$ cat src/rtl/brc_pkg.sv
package brc_pkg;

    typedef enum logic [1:0] {
        ST_IDLE,
        ST_LAT,
        ST_DATA,
        ST_HOLD
    } bst_e;

    typedef enum logic [1:0] {
        BL_8,
        BL_16,
        BL_CONT
    } blen_e;

    typedef struct packed {
        logic       single_md;
        logic [2:0] lat;
        logic       wait_hi;
        blen_e      blen;
    } rcfg_t;

    localparam int          CFG_W   = 16;
    localparam logic [15:0] CFG_RST = 16'h9807;

    function automatic rcfg_t decode_cfg(input logic [CFG_W-1:0] w);
        rcfg_t r;
        r.single_md = w[15];
        r.lat       = (w[13:11] == 3'd0) ? 3'd1 : w[13:11];
        r.wait_hi   = w[10];
        case (w[2:0])
            3'b011:  r.blen = BL_16;
            3'b111:  r.blen = BL_CONT;
            default: r.blen = BL_8;
        endcase
        return r;
    endfunction

    function automatic logic [4:0] span_words(input blen_e b);
        case (b)
            BL_8:    return 5'd8;
            BL_16:   return 5'd16;
            default: return 5'd0;
        endcase
    endfunction

endpackage

$ cat src/rtl/brc_cfg_reg.sv
module brc_cfg_reg
    import brc_pkg::*;
(
    input  logic             clk,
    input  logic             rst,
    input  logic             we,
    input  logic [CFG_W-1:0] wdata,
    input  logic             busy,
    output rcfg_t            cfg_o
);
    rcfg_t cfg_q;
    rcfg_t pend_q;
    logic  pend_vld_q;
    logic  unused_rsv;

    assign unused_rsv = ^{wdata[14], wdata[9:3]};

    always_ff @(posedge clk) begin
        if (rst) begin
            cfg_q      <= decode_cfg(CFG_RST);
            pend_q     <= decode_cfg(CFG_RST);
            pend_vld_q <= 1'b0;
        end else if (we && !busy) begin
            cfg_q      <= decode_cfg(wdata);
            pend_vld_q <= 1'b0;
        end else if (we) begin
            pend_q     <= decode_cfg(wdata);
            pend_vld_q <= 1'b1;
        end else if (pend_vld_q && !busy) begin
            cfg_q      <= pend_q;
            pend_vld_q <= 1'b0;
        end
    end

    assign cfg_o = cfg_q;
endmodule

$ cat src/rtl/brc_addr_seq.sv
module brc_addr_seq
    import brc_pkg::*;
#(
    parameter int AW = 8
) (
    input  logic          clk,
    input  logic          rst,
    input  logic          load,
    input  logic [AW-1:0] load_addr,
    input  logic          step,
    input  blen_e         blen,
    output logic [AW-1:0] cur_o
);
    logic [AW-1:0] cur_q;
    logic [AW-1:0] mask;
    logic [AW-1:0] nxt;

    always_comb begin
        case (blen)
            BL_8:    mask = AW'(7);
            BL_16:   mask = AW'(15);
            default: mask = '1;
        endcase
        nxt = (cur_q & ~mask) | ((cur_q + AW'(1)) & mask);
    end

    always_ff @(posedge clk) begin
        if (rst)       cur_q <= '0;
        else if (load) cur_q <= load_addr;
        else if (step) cur_q <= nxt;
    end

    assign cur_o = cur_q;
endmodule

$ cat src/rtl/brc_array_model.sv
module brc_array_model #(
    parameter int             AW          = 8,
    parameter int             DW          = 16,
    parameter logic [DW-1:0]  STATUS_WORD = DW'(16'h0080)
) (
    input  logic [AW-1:0] addr,
    input  logic          sel_status,
    output logic [DW-1:0] word_o
);
    localparam logic [31:0] MULT = 32'h0000_9E37;
    localparam logic [31:0] OFS  = 32'h0000_1234;

    logic [31:0] prod;
    logic        unused_hi;

    assign prod      = 32'(addr) * MULT + OFS;
    assign unused_hi = ^prod;
    assign word_o    = sel_status ? STATUS_WORD : prod[DW-1:0];
endmodule

$ cat src/rtl/burst_rd_ctrl.sv
module burst_rd_ctrl
    import brc_pkg::*;
#(
    parameter int            AW          = 8,
    parameter int            DW          = 16,
    parameter logic [DW-1:0] STATUS_WORD = DW'(16'h0080)
) (
    input  logic             clk,
    input  logic             rst,
    input  logic             chip_sel_n,
    input  logic             out_en_n,
    input  logic             addr_vld_n,
    input  logic [AW-1:0]    addr,
    input  logic             reg_sel,
    input  logic             cfg_we,
    input  logic [CFG_W-1:0] cfg_wdata,
    output logic [DW-1:0]    rdata,
    output logic             rdata_drive,
    output logic             data_wait
);
    rcfg_t         cfg_q;
    bst_e          st_q;
    logic          strobe_held_q;
    logic [2:0]    wcnt_q;
    logic [2:0]    lat_q;
    logic [4:0]    beat_q;
    logic          last_q;
    logic          single_q;
    logic          sel_q;
    blen_e         blen_q;
    logic [DW-1:0] data_q;
    logic [AW-1:0] cur_addr;
    logic [DW-1:0] arr_word;
    logic          start;
    logic          stop_now;
    logic          busy;
    logic          take_word;

    assign start    = !addr_vld_n && !chip_sel_n && !strobe_held_q;
    assign stop_now = (st_q != ST_IDLE) && (out_en_n || chip_sel_n);
    assign busy     = (st_q != ST_IDLE) || start;
    assign take_word = !start && !stop_now &&
                       (((st_q == ST_LAT) && (wcnt_q == 3'd0)) ||
                        ((st_q == ST_DATA) && !last_q));

    brc_cfg_reg u_cfg (
        .clk   (clk),
        .rst   (rst),
        .we    (cfg_we),
        .wdata (cfg_wdata),
        .busy  (busy),
        .cfg_o (cfg_q)
    );

    brc_addr_seq #(.AW(AW)) u_seq (
        .clk       (clk),
        .rst       (rst),
        .load      (start),
        .load_addr (addr),
        .step      (take_word),
        .blen      (blen_q),
        .cur_o     (cur_addr)
    );

    brc_array_model #(.AW(AW), .DW(DW), .STATUS_WORD(STATUS_WORD)) u_arr (
        .addr       (cur_addr),
        .sel_status (sel_q),
        .word_o     (arr_word)
    );

    // one capture per strobe: armed again only when the strobe is seen high
    always_ff @(posedge clk) begin
        if (rst)             strobe_held_q <= 1'b0;
        else if (addr_vld_n) strobe_held_q <= 1'b0;
        else if (start)      strobe_held_q <= 1'b1;
    end

    always_ff @(posedge clk) begin
        if (rst) begin
            st_q     <= ST_IDLE;
            wcnt_q   <= '0;
            lat_q    <= '0;
            beat_q   <= '0;
            last_q   <= 1'b0;
            single_q <= 1'b0;
            sel_q    <= 1'b0;
            blen_q   <= BL_8;
            data_q   <= '0;
        end else if (start) begin
            st_q     <= ST_LAT;
            wcnt_q   <= cfg_q.single_md ? 3'd0 : cfg_q.lat - 3'd1;
            lat_q    <= cfg_q.lat;
            beat_q   <= '0;
            last_q   <= 1'b0;
            single_q <= cfg_q.single_md;
            sel_q    <= reg_sel;
            blen_q   <= cfg_q.blen;
        end else if (stop_now) begin
            st_q <= ST_IDLE;
        end else begin
            case (st_q)
                ST_LAT: begin
                    if (wcnt_q != 3'd0) begin
                        wcnt_q <= wcnt_q - 3'd1;
                    end else begin
                        data_q <= arr_word;
                        st_q   <= single_q ? ST_HOLD : ST_DATA;
                        beat_q <= beat_q + 5'd1;
                        last_q <= 1'b0;
                    end
                end
                ST_DATA: begin
                    if (last_q) begin
                        st_q <= ST_IDLE;
                    end else begin
                        data_q <= arr_word;
                        beat_q <= beat_q + 5'd1;
                        last_q <= (blen_q != BL_CONT) &&
                                  (beat_q == span_words(blen_q) - 5'd1);
                    end
                end
                default: ;
            endcase
        end
    end

    assign rdata_drive = (st_q != ST_IDLE) && !out_en_n && !chip_sel_n;
    assign rdata       = rdata_drive ? data_q : '0;
    assign data_wait   = ((st_q == ST_LAT) && !single_q) ? cfg_q.wait_hi
                                                         : !cfg_q.wait_hi;
endmodule

$ cat config.mk
export PLATFORM = sky130hd
export DESIGN_NAME = burst_rd_ctrl
export DESIGN_NICKNAME = d
export VERILOG_FILES = /design/src/rtl/brc_pkg.sv /design/src/rtl/brc_cfg_reg.sv /design/src/rtl/brc_addr_seq.sv /design/src/rtl/brc_array_model.sv /design/src/rtl/burst_rd_ctrl.sv
export SDC_FILE = /design/constraint.sdc
export NUM_CORES = 1
export LEC_CHECK = 0
export BUFFER_PORTS_ARGS = -buffer_cell sky130_fd_sc_hd__clkbuf_2
export CAP_MARGIN = 20
export CORE_MARGIN = 2
export CORE_UTILIZATION = 40
export DETAILED_ROUTE_END_ITERATION = 7
export PLACE_DENSITY = 0.59
export SYNTH_ARGS = -nofsm -noshare
export SYNTH_HDL_FRONTEND = slang
export SYNTH_SLANG_ARGS = --single-unit
$ cat constraint.sdc
create_clock -name clk -period 3.8 [get_ports clk]
set_input_delay 0.57 -clock clk [delete_from_list [all_inputs] [get_ports clk]]
set_output_delay 0.57 -clock clk [all_outputs]
set_load 0.05 [all_outputs]
# After elaboration in Yosys (flattened, before gate mapping)
# Cells that the tools add are included.
dict set report word_totals {
  output_inout_bits 18
  elab_cells 137
  register_bits 55
  input_bits 31
}
dict set report op_classes {
  reduce_logical 50
  n_mux 39
  eq_ne 14
  multipliers 1
  n_bitwise 7
  addsub 6
}
# op count
set ops {}
lappend ops {{16-bit 2-to-1 mux} 4}
lappend ops {{5-bit 2-to-1 mux} 7}
lappend ops {{16-bit case mux with 2 select lines} 1}
lappend ops {{7-bit 2-to-1 mux} 3}
lappend ops {{5-bit case mux with 2 select lines} 2}
lappend ops {{3-bit 2-to-1 mux} 6}
lappend ops {{16-bit by 13-bit adder with 16-bit output, second input constant} 1}
lappend ops {{8-bit bitwise AND} 2}
lappend ops {{8-bit by 16-bit multiplier with 16-bit output, second input constant} 1}
lappend ops {{8-bit 2-to-1 mux} 2}
lappend ops {{8-bit case mux with 2 select lines} 1}
lappend ops {{2-bit nonzero test} 7}
lappend ops {{1-bit logical AND} 13}
lappend ops {{3-bit AND reduction} 4}
lappend ops {{1-bit zero test} 10}
lappend ops {{2-bit != test, second input constant} 5}
lappend ops {{8-bit by 1-bit adder with 8-bit output, second input constant} 1}
lappend ops {{1-bit 2-to-1 mux} 8}
lappend ops {{4-bit != test, second input constant} 2}
lappend ops {{8-bit inverter} 1}
lappend ops {{8-bit bitwise OR} 1}
lappend ops {{2-bit case mux with 2 select lines} 2}
lappend ops {{3-bit zero test} 2}
lappend ops {{2-bit OR reduction} 3}
lappend ops {{20 further kinds} 28}

# Longest topological paths before layout
dict set report logic_depth {
  ltp_word 12
  depth_mapped 15
  depth_no_buf 15
}

# Hierarchy
# Synthesis repeated with hierarchy kept, for this count alone.
dict set report unflattened {
  cells_unflattened 523
  area_unflattened_um2 4566.9
}
# module area_each_um2 instances cells_each seq_area_each_um2
set by_module_without_submodules {}
lappend by_module_without_submodules {burst_rd_ctrl 1715.4 1 199 640.6}
lappend by_module_without_submodules {brc_array_model 1692.9 1 186 0.0}
lappend by_module_without_submodules {brc_cfg_reg 694.4 1 82 300.3}
lappend by_module_without_submodules {brc_addr_seq 464.2 1 56 160.2}

# Least setup slack after synthesis
# No wires, ideal clock.
dict set report synth_timing {
  path_kind {register to register}
  startpoint {register with a tool-made name}
  endpoint {register data_q[15]}
  synth_period_minus_slack_ns 4.032
  stages_incl_launch_ff 16
  required_ns 3.683
  arrival_time_ns 3.915
  setup_ns 0.117
  path_buffers 0
  setup_slack_ns -0.232
  path_cell_list {dfxtp_1 -> inv_1 -> fa_1 -> fa_1 -> inv_1 -> fa_1 -> inv_1 -> fa_1 -> inv_1 -> ha_1 -> nand3_1 -> o211ai_1 -> a41oi_1 -> o21ai_0 -> xnor2_1 -> a22o_1}
}
# element line
set synth_lines {}
lappend synth_lines {{to (signal assigned)} burst_rd_ctrl.sv:106} ;# data_q <= arr_word;
lappend synth_lines {{to (signal assigned)} burst_rd_ctrl.sv:116} ;# data_q <= arr_word;
lappend synth_lines {{to (decl)} burst_rd_ctrl.sv:31} ;# logic [DW-1:0] data_q;

==> impl_metrics.py <==
metrics = {
    "run_status": {
        "status": "complete, but fails checks",
        "violations": "negative setup slack",
    },
    "clock_tree": {
        "cts_made_buffers": 5,
        "clockBufferDepth": 2,
        "holdBufCountCts": 0,
        "cts_root_buffer": "clkbuf_8",
        "cts.htree.levels": 2,
        "clk_latency_ps": 310,
        "clk_pin_slew_ps": 100,
        "cts_tree": "built",
        "cts_sinks": 55,
    },
    "sta": {
        "hold_viol": 0,
        "maxSlewHeadroom": 0.617,
        "clock_skew_ps": 7.57,
        "maxSlewViolCount": 0,
        "worstMarginPinSlew_ps": 573,
        "setup_slack_ps": -133,
        "finalCritPeriodShare": 1.04,
        "min_period_ps": 3930,
        "finalHoldWorstSlack_ps": 441,
        "rsz0062_at_grt": "true",
        "timing.setup.tns_ps": -471,
        "finalSetupViolCount": 6,
        "max_freq_mhz": 254,
    },
    "logic_synthesis": {
        "synth.largest_area_cell": "dfxtp_1",
        "ys_types": 59,
        "synth-seq-area-share": 0.258,
        "synth_top_area_share": 0.258,
        "async_flop_share": 0,
        "yosys_warnings": 0,
        "ys_seq_elements": 55,
        "synth_area_um2": 4260,
        "synthCells": 485,
        "syn_area_per_cell_um2": 8.79,
        "synth_edf_count": 0,
        "synth_ff_type": "dfxtp_1",
        "synthTopCellsByArea": "dfxtp_1, fa_1, ha_1, inv_1, xnor2_1",
        "syn-num-nets": 590,
    },
    "worst_hold_path": {
        "hold_path.class": "in -> reg",
    },
    "worst_setup_path": {
        "path_class": "reg -> reg",
        "crit_end": "data_q[11]$_SDFFE_PP0P_",
        "path_max_fanout": 4,
        "end_kind": "flip-flop",
        "cp.arrival_ps": 4120,
        "r2r-end": "data_q[11]$_SDFFE_PP0P_",
        "required_ps": 3980,
        "r2r_slack_ps": -130,
        "cp-start-kind": "flip-flop",
        "r2r_cells": 15,
    },
    "routing": {
        "drtIter0Drc": 106,
        "dr_total_vias": 3387,
        "via_per_inst": 4.91,
        "drc": 0,
        "antenna_left": 0,
        "wirelength_um": 9240,
        "firstDrtPassIters": 4,
        "avgRoutedWirePerCell_um": 13.4,
    },
    "placement": {
        "dp_cells": 677,
        "place_congestion": 0.871,
        "placed_cell_area_um2": 4810,
        "port_buffers": 40,
        "detailed_place_hpwl_um": 7310,
        "dpl_worst_slack_ps": -180,
    },
    "floorplanning": {
        "rows": 37,
        "die_h_um": 107,
        "initial_utilization": 0.413,
        "dieArea_um2": 11500,
        "coreArea_um2": 10300,
        "num_io_pins": 49,
        "dieWidth_um": 107,
    },
    "grt": {
        "overflow": 0,
        "grt_first_pass_wirelength_um": 15400,
        "grt_pass1_vias": 3256,
        "grt_max_degree": 36,
        "antenna_found_initial": 0,
        "grt_usage": 0.167,
    },
    "power_and_ir_drop": {
        "ir_drop_mv": 0.220,
        "p_leak_uw": 0.00229,
        "power.density_nw_per_um2": 469,
    },
    "final_layout": {
        "fin_area_um2": 5030,
        "diodes": 0,
        "stdcell_count": 690,
        "synthToLayoutAreaGrowth_pct": 18.1,
        "drive_gt1_frac": 0.236,
        "nets": 658,
    },
    "run": {
        "cap_violations": 0,
    },
}
[critical path, stage by stage, from the launching register on]
cell and delay (ps):
dfxtp_2 350, inv_2 40, fa_1 520, fa_1 520, inv_1 50, fa_1 470
inv_1 50, fa_1 510, inv_2 50, ha_4 280, nand3_2 50, o211ai_1 370
a41o_1 280, nor3_1 60, o31ai_1 100, a21oi_1 100
[through the flow]
step	total power (µW)	utilization
6_report	2360	0.488
5_1_grt	2590	0.488
4_1_cts	2270	0.479
3_5_place_dp	1890	0.466
3_3_place_gp	1870	0.466
2_1_floorplan	1550	-
[synthesized netlist by cell type (14+ instances only)]
cell type,n
inv_1,66
dfxtp_1,55
ha_1,44
nor2_1,40
a21oi_1,37
nand2_1,34
fa_1,30
xnor2_1,22
and2_1,17
nor3_1,17
nand3_1,14
o21ai_0,14
[cells in the final DEF (no fill, tap or decap), types with 4 or more instances in the layout]
| master | synthesis | routed |
|---|---|---|
| nand2_2 | 3 | 4 |
| nor3_1 | 17 | 17 |
| nor2_1 | 40 | 40 |
| clkbuf_8 | 0 | 5 |
| fa_1 | 30 | 28 |
| dfxtp_1 | 55 | 48 |
| xnor2_1 | 22 | 21 |
| ha_4 | 0 | 4 |
| a211oi_1 | 9 | 9 |
| a21oi_1 | 37 | 33 |
| dfxtp_2 | 0 | 7 |
| a21oi_2 | 0 | 4 |
| o21ai_0 | 14 | 10 |
| ha_1 | 44 | 39 |
| nand2_1 | 34 | 33 |
| inv_2 | 0 | 4 |
| and2_1 | 17 | 17 |
| nand3_1 | 14 | 13 |
| xor2_1 | 7 | 7 |
| inv_1 | 66 | 62 |
| clkbuf_2 | 0 | 40 |
| buf_4 | 0 | 36 |
[what timing repair did]
item | 4_1_cts | 5_1_grt
setup buffers | 2 | 3
setup endpoints to repair | 7 | 7
pin swaps | 12 | 12
resized for setup | 7 | 16
[layout make-up]
cell class / count / area [µm²]
tap: 136 / 170
sequential: 55 / 1110
fill: 1004 / 5290
clock inverter: 3 / 20.0
timing repair buffer: 76 / 470
inverter: 66 / 248
clock buffer: 5 / 68.8
multi-input combinational: 349 / 2950
[registers in the layout (all words and copies together) (netlist names), named ones only]
name and cells:
beat_q 5, blen_q 2, data_q 16, last_q 1, sel_q 1, single_q 1
st_q 2, strobe_held_q 1, u_cfg.cfg_o 7, u_cfg.pend_q 7, u_cfg.pend_vld_q 1, u_seq.cur_o 3
wcnt_q 3
[how the worst min path moves through the flow]
stage                                        end  cells past startpoint                    startpoint
finish                strobe_held_q$_SDFFE_PP0P_                      2                    addr_vld_n
global route          strobe_held_q$_SDFFE_PP0P_                      2                    addr_vld_n
CTS                   strobe_held_q$_SDFFE_PP0P_                      2                    addr_vld_n
detailed placement  u_cfg.pend_q[5]$_SDFFE_PP0P_                      2  u_cfg.pend_q[5]$_SDFFE_PP0P_
global placement         data_q[11]$_SDFFE_PP0P_                      2       data_q[11]$_SDFFE_PP0P_
floorplan                data_q[11]$_SDFFE_PP0P_                      2       data_q[11]$_SDFFE_PP0P_
[logic make-up after synthesis]
logic type,share of synthesized area
and+or+nand+nor,0.187
AOI/OAI and AO/OA,0.148
buffers and inverters,0.0743
adders and majority gates,0.270
DFF,0.258
xor gates and xnor gates,0.0596
muxes,0.00235
[per-layer routing]
layer | up-vias | wire length, µm | GRT usage
met1 | 1559 | 4670 | 0.237
met2 | 55 | 4150 | 0.268
met5 | - | 0 | 0
met3 | 6 | 328 | 0.0280
met4 | 0 | 85 | 0.0353
li1 | 1767 | - | -
[report_power, final]
group	switching [µW]	internal, µW	leakage, µW
Sequential	39.6	635	0.000452
Combinational	715	642	0.00180
Clock	201	129	0.0000402
Total	956	1410	0.00229
No activity file was read; power rests on OpenSTA's default activity.
